### config.mk
export PLATFORM = sky130hd
export DESIGN_NAME = irq_prio_ctrl
export DESIGN_NICKNAME = d
export VERILOG_FILES = /design/src/rtl/irq_prio_pkg.sv /design/src/rtl/vec_top_find.sv /design/src/rtl/prio_class_calc.sv /design/src/rtl/irq_prio_ctrl.sv
export SDC_FILE = /design/constraint.sdc
export NUM_CORES = 2
export LEC_CHECK = 0
export ABC_AREA = 1
export BUFFER_PORTS_ARGS = -buffer_cell sky130_fd_sc_hd__buf_4
export CORE_MARGIN = 2
export CORE_UTILIZATION = 30
export CTS_BUF_LIST = sky130_fd_sc_hd__clkbuf_8
export DETAILED_ROUTE_END_ITERATION = 10
export PLACE_DENSITY = 0.5
export SYNTH_ARGS = -nofsm -noshare
export SYNTH_HDL_FRONTEND = slang
export SYNTH_HIERARCHICAL = 1
export SYNTH_SLANG_ARGS = --single-unit
### constraint.sdc
create_clock -name clk -period 12.35 [get_ports clk]
set_clock_uncertainty 0.05 [all_clocks]
set_input_delay 0.6175 -clock clk [delete_from_list [all_inputs] [get_ports clk]]
set_output_delay 0.6175 -clock clk [all_outputs]
set_load 0.02 [all_outputs]
### src/rtl/irq_prio_pkg.sv
package irq_prio_pkg;
    // Width of a priority class (upper part of a vector number)
    localparam int CLASS_W = 4;

    typedef enum logic {
        SEL_TASK = 1'b0,
        SEL_SPUR = 1'b1
    } reg_sel_e;
endpackage

### src/rtl/vec_top_find.sv
module vec_top_find #(
    parameter int W = 256,
    localparam int IW = $clog2(W)
) (
    input  logic [W-1:0]  bits,
    output logic          hit,
    output logic [IW-1:0] idx
);
    // Highest-numbered set bit wins; later iterations overwrite earlier ones.
    always_comb begin
        hit = 1'b0;
        idx = '0;
        for (int i = 0; i < W; i++) begin
            if (bits[i]) begin
                hit = 1'b1;
                idx = IW'(i);
            end
        end
    end
endmodule

### src/rtl/prio_class_calc.sv
module prio_class_calc #(
    parameter int VW = 8,
    localparam int CW = irq_prio_pkg::CLASS_W
) (
    input  logic [VW-1:0] tpr,
    input  logic          isr_hit,
    input  logic [VW-1:0] isr_top,
    output logic [VW-1:0] ppr
);
    logic [CW-1:0] tpr_cls;
    logic [CW-1:0] isr_cls;

    always_comb begin
        tpr_cls = tpr[VW-1 -: CW];
        isr_cls = isr_hit ? isr_top[VW-1 -: CW] : '0;
        if (tpr_cls >= isr_cls) ppr = tpr;
        else                    ppr = {isr_cls, {(VW-CW){1'b0}}};
    end
endmodule

### src/rtl/irq_prio_ctrl.sv
module irq_prio_ctrl #(
    parameter int NVEC  = 256,
    parameter int CNT_W = 16,
    localparam int VW   = $clog2(NVEC),
    localparam int CW   = irq_prio_pkg::CLASS_W,
    localparam int SW   = VW + 1
) (
    input  logic          clk,
    input  logic          rst_n,
    input  logic          acc_valid,
    input  logic [VW-1:0] acc_vec,
    input  logic          acc_level,
    input  logic          ack_req,
    output logic          ack_valid,
    output logic [VW-1:0] ack_vec,
    output logic          ack_level,
    output logic          ack_spurious,
    input  logic          eoi,
    input  logic          reg_wr,
    input  logic          reg_sel,
    input  logic [SW-1:0] reg_wdata,
    output logic [SW-1:0] reg_rdata,
    output logic          irq_out,
    output logic [VW-1:0] ppr,
    output logic [CNT_W-1:0] new_cnt
);
    import irq_prio_pkg::*;

    typedef struct packed {
        logic [NVEC-1:0]  irr;
        logic [NVEC-1:0]  isr;
        logic [NVEC-1:0]  tmr;
        logic [VW-1:0]    tpr;
        logic [SW-1:0]    spur;
        logic [CNT_W-1:0] cnt;
        logic             ack_valid;
        logic [VW-1:0]    ack_vec;
        logic             ack_level;
        logic             ack_spur;
    } state_t;

    state_t s_d, s_q;

    logic          irr_hit, isr_hit;
    logic [VW-1:0] irr_top, isr_top;
    logic          enabled;
    logic          ack_blocked;
    reg_sel_e      sel;

    vec_top_find #(.W(NVEC)) u_irr_find (.bits(s_q.irr), .hit(irr_hit), .idx(irr_top));
    vec_top_find #(.W(NVEC)) u_isr_find (.bits(s_q.isr), .hit(isr_hit), .idx(isr_top));

    prio_class_calc #(.VW(VW)) u_ppr (
        .tpr     (s_q.tpr),
        .isr_hit (isr_hit),
        .isr_top (isr_top),
        .ppr     (ppr)
    );

    assign enabled     = s_q.spur[VW];
    assign sel         = reg_sel_e'(reg_sel);
    assign ack_blocked = !enabled || !irr_hit ||
                         ((s_q.tpr != '0) && (irr_top <= s_q.tpr));

    always_comb begin
        s_d           = s_q;
        s_d.ack_valid = 1'b0;

        // retire highest in-service vector
        if (eoi && isr_hit)
            s_d.isr[isr_top] = 1'b0;

        // acknowledge: grant or spurious reply
        if (ack_req) begin
            s_d.ack_valid = 1'b1;
            if (ack_blocked) begin
                s_d.ack_vec   = s_q.spur[VW-1:0];
                s_d.ack_level = 1'b0;
                s_d.ack_spur  = 1'b1;
            end else begin
                s_d.irr[irr_top] = 1'b0;
                s_d.isr[irr_top] = 1'b1;
                s_d.ack_vec      = irr_top;
                s_d.ack_level    = s_q.tmr[irr_top];
                s_d.ack_spur     = 1'b0;
            end
        end

        // accept after grant so a same-cycle re-accept stays pending
        if (acc_valid) begin
            s_d.irr[acc_vec] = 1'b1;
            s_d.tmr[acc_vec] = acc_level;
            if (!s_q.irr[acc_vec])
                s_d.cnt = s_q.cnt + 1'b1;
        end

        if (reg_wr) begin
            if (sel == SEL_TASK)
                s_d.tpr = {reg_wdata[CW-1:0], {(VW-CW){1'b0}}};
            else
                s_d.spur = reg_wdata;
        end
    end

    always_ff @(posedge clk) begin
        if (!rst_n) begin
            s_q           <= '0;
            s_q.spur      <= SW'(NVEC - 1);
        end else begin
            s_q <= s_d;
        end
    end

    always_comb begin
        if (sel == SEL_TASK) reg_rdata = SW'(s_q.tpr[VW-1 -: CW]);
        else                 reg_rdata = s_q.spur;
    end

    assign irq_out = enabled && irr_hit &&
                     ((ppr == '0) || (irr_top[VW-1 -: CW] > ppr[VW-1 -: CW]));

    assign ack_valid    = s_q.ack_valid;
    assign ack_vec      = s_q.ack_vec;
    assign ack_level    = s_q.ack_level;
    assign ack_spurious = s_q.ack_spur;
    assign new_cnt      = s_q.cnt;

    AST_IRQ_NEEDS_EN: assert property (@(posedge clk) disable iff (!rst_n)
        irq_out |-> s_q.spur[VW]);
    AST_IRQ_HAS_REQ: assert property (@(posedge clk) disable iff (!rst_n)
        irq_out |-> (s_q.irr != '0));
    AST_ACK_REPLY: assert property (@(posedge clk) disable iff (!rst_n)
        ack_req |=> ack_valid);
    AST_ACC_SETS: assert property (@(posedge clk) disable iff (!rst_n)
        acc_valid |=> s_q.irr[$past(acc_vec)]);
    AST_EOI_EMPTY: assert property (@(posedge clk) disable iff (!rst_n)
        (eoi && !ack_req && (s_q.isr == '0)) |=> (s_q.isr == '0));
    AST_CNT_HOLD: assert property (@(posedge clk) disable iff (!rst_n)
        !acc_valid |=> $stable(new_cnt));
    AST_PPR_FLOOR: assert property (@(posedge clk) disable iff (!rst_n)
        ppr >= s_q.tpr);
endmodule

==> out/qor.csv <==
metric;value;unit
status;finished with violations;
failing checks;setup timing;
Worst Hold Class;input port to flop;
GRT Resource Usage Total;28.3;%
adder-cell share of the synthesized area;0.369;%
clock root buffer;clkbuf_8;
f_max;0.0643;GHz
vias in the first global route;44400;
synth cell count leaders;nand2_1 (2,517), nor2_1 (1,028), inv_1 (905), dfxtp_1 (808), a21oi_1 (659);
largest net degree at the start of global routing;191;
site row count;140;
Tmin final;15560;ps
largest cells by area after synthesis;dfxtp_1 (37%), nand2_1 (21%), nor2_1 (8.7%);
Synth Area in Compound Gates;16.0;%
Largest stage delay, worst path;320;ps
top cell type's share of synthesized area;36.7;%
most common cell in the netlist;nand2_1;
total CTS buffers;153;
initial antenna violation count;12;
first-pass GRT wire length;312000;microns
total negative slack;-1586080;ps
CP required;13110;ps
Cells after Synth;7361;
maximum VDD drop;98.7;uV
slew of the pin with the lowest slew margin;1450;ps
total number of vias;49600;
Clock Path Buffers;3;
Die ar.;0.150;sq mm
hold_ws;109;ps
Seq/Total Area, Yosys;36.7;%
# IOs;70;
antenna-violating nets left;0;
DRT Pass-1 Iters;6;
FILL cells;15700;
TritonCTS Sinks;808;
post-synthesis mux area share;0;%
#FFs+latches synth;808;
worst r2r src;s_q[558];
clock-pin slew on the worst setup and hold paths;60;ps
data arrival time of the worst path;16320;ps
Synth cell types;45;
synth-to-layout area growth;26.9;%
unrepaired setup endpoints after global routing;yes;
worst setup margin;-3210;ps
gpl congestion;0.941;
H-tree levels;4;
Crit Path Max Fanout;8;
final hold violations;0;
CP Launch Point;s_q[558];
die height;387;microns
DRT Wirelength;221000;microns
nets;7758;
Mapped Area;0.0441;sq mm
Post-Synth XOR/XNOR Area;0.278;%
Tcrit/Tclk final;126;%
Leakage;25.0;nW
core area;0.146;sq mm
crit end category;flop;
min-delay src;reg_sel;
CP startpoint kind;flop;
clk_lat worst skew;920;ps
Iter 0 DRT Violations;5601;
Setup Crit Path Kind;flop to flop;
initial cell density of the core;30.3;%
Max Cap Violations;0;
total gr overflow;0;
Slew HR;3.24;%
DRC viols;0;
Die Width;387;microns
Top FF cell, synth;dfxtp_1;
post-DP HPWL;149000;microns
most used cell along the critical path;nand2_1;
wire per inst;22.7;microns
fraction of layout instances using a drive strength above 1;16.1;%
Synth area leader;dfxtp_1;
Simple-Gate Fraction of Synth Area;33.9;%
max-slew violation count;0;
CTS tree;yes;
ys async rst share;0;%
slowest cell on the critical path;dfxtp_2;
combinational family with the most area after synthesis;simple AND/OR/NAND/NOR gates;
power per cell area;116;mW/mm^2
syn avg cell area;5.99;sq um
Avg Vias per Cell;5.09;
number of flops mapped to enable cells by yosys;0;
Finish-stage setup viols;522;
YS warnings;6;
I/O Buffers;65;
==> per-layer routing <==
layer	wire length [microns]	GRT usage, %	vias to the layer above
li1	-	-	23600
met1	95500	38.6	23300
met2	95800	43.5	2307
met3	19600	5.31	446
met4	9990	11.9	6
met5	42	0	-
==> sequential cells by signal (all words and copies together), names as in the netlist <==
signal and flops:
ack_spurious 1, s_q 780, enabled 1, ack_level 1, new_cnt 16, ack_valid 1
ack_vec 8
==> repair_timing <==
action / in CTS / in global routing
pin swaps: 27 / 57
resized for setup: 239 / 320
endpoints found under the hold margin: 15 / 0
hold buffers: 11 / 0
buffers inserted: 19 / 51
setup endpoints to repair: 522 / 522
gates cloned: 11 / 7
==> placed cells by master (no fill, tap or decap), types with 46 or more instances in the layout <==
master and n:
buf_12 87, buf_4 374, inv_1 943, inv_2 58, nand2_4 86, clkbuf_8 197
buf_6 46, nor2_1 1007, o21ai_0 606, a21oi_2 61, nand3_1 125, dfxtp_1 806
a21oi_1 597, nand2_1 2242, nand2_2 167
==> cells by family (layout without fill, tap and decap cells) <==
group / Yosys count / in the layout
fa+ha+maj: 13 / 13
simple gates: 3825 / 3826
flops: 808 / 808
buf+inv: 1330 / 1799
other cells: 1 / 10
compound gates: 1370 / 1370
xor+xnor: 14 / 14
==> critical path: cells and delay by family (launching register included) <==
kind | cells | cell delay [ps]
flip-flops | 1 | 320
buffers and inverters | 8 | 1050
AO/OA/AOI/OAI | 3 | 290
AND/OR/NAND/NOR | 259 | 13690
==> stage by stage <==
step	power (mW)	instances	instance area [sq um]	utilization (%)	worst slack, ps
floorplan	3.09	7364	44600	-	-130
global placement	3.57	9388	49600	34.0	-4460
detailed placement	3.57	9388	49600	34.0	-3970
CTS	6.42	9696	54000	37.1	-2930
global route	6.66	9752	56000	38.4	-5620
finish	6.50	9757	56000	38.4	-3210
==> path summary, 6_finish.rpt <==
path                            endpoint  slack, ps  cells after the start
worst max-delay path            s_q[350]      -3210                    270
worst max register to register  s_q[350]      -3210                    270
worst min register to register   s_q[50]        400                      2
worst min-delay path             s_q[40]        110                      4
==> layout make-up <==
cell class / instances / area [sq um] / area share, %
Multi-Input combinational cell: 5227 / 24400 / 43.6
Antenna cell: 6 / 15.0 / 0.0268
Inverter: 992 / 4200 / 7.49
Tap cell: 1917 / 2400 / 4.28
Clock inverter: 74 / 408 / 0.729
Timing Repair Buffer: 538 / 5670 / 10.1
Clock buffer: 195 / 2680 / 4.79
Sequential cell: 808 / 16200 / 28.9
==> power by group <==
part	total (mW)	internal [mW]	leakage [nW]	switching [mW]
registers	2.63	2.62	6.51	0.00924
logic	1.11	0.323	16.7	0.788
clock network	2.76	1.47	1.77	1.29
total	6.50	4.41	25.0	2.08
Power figures use the tool's default switching activity.
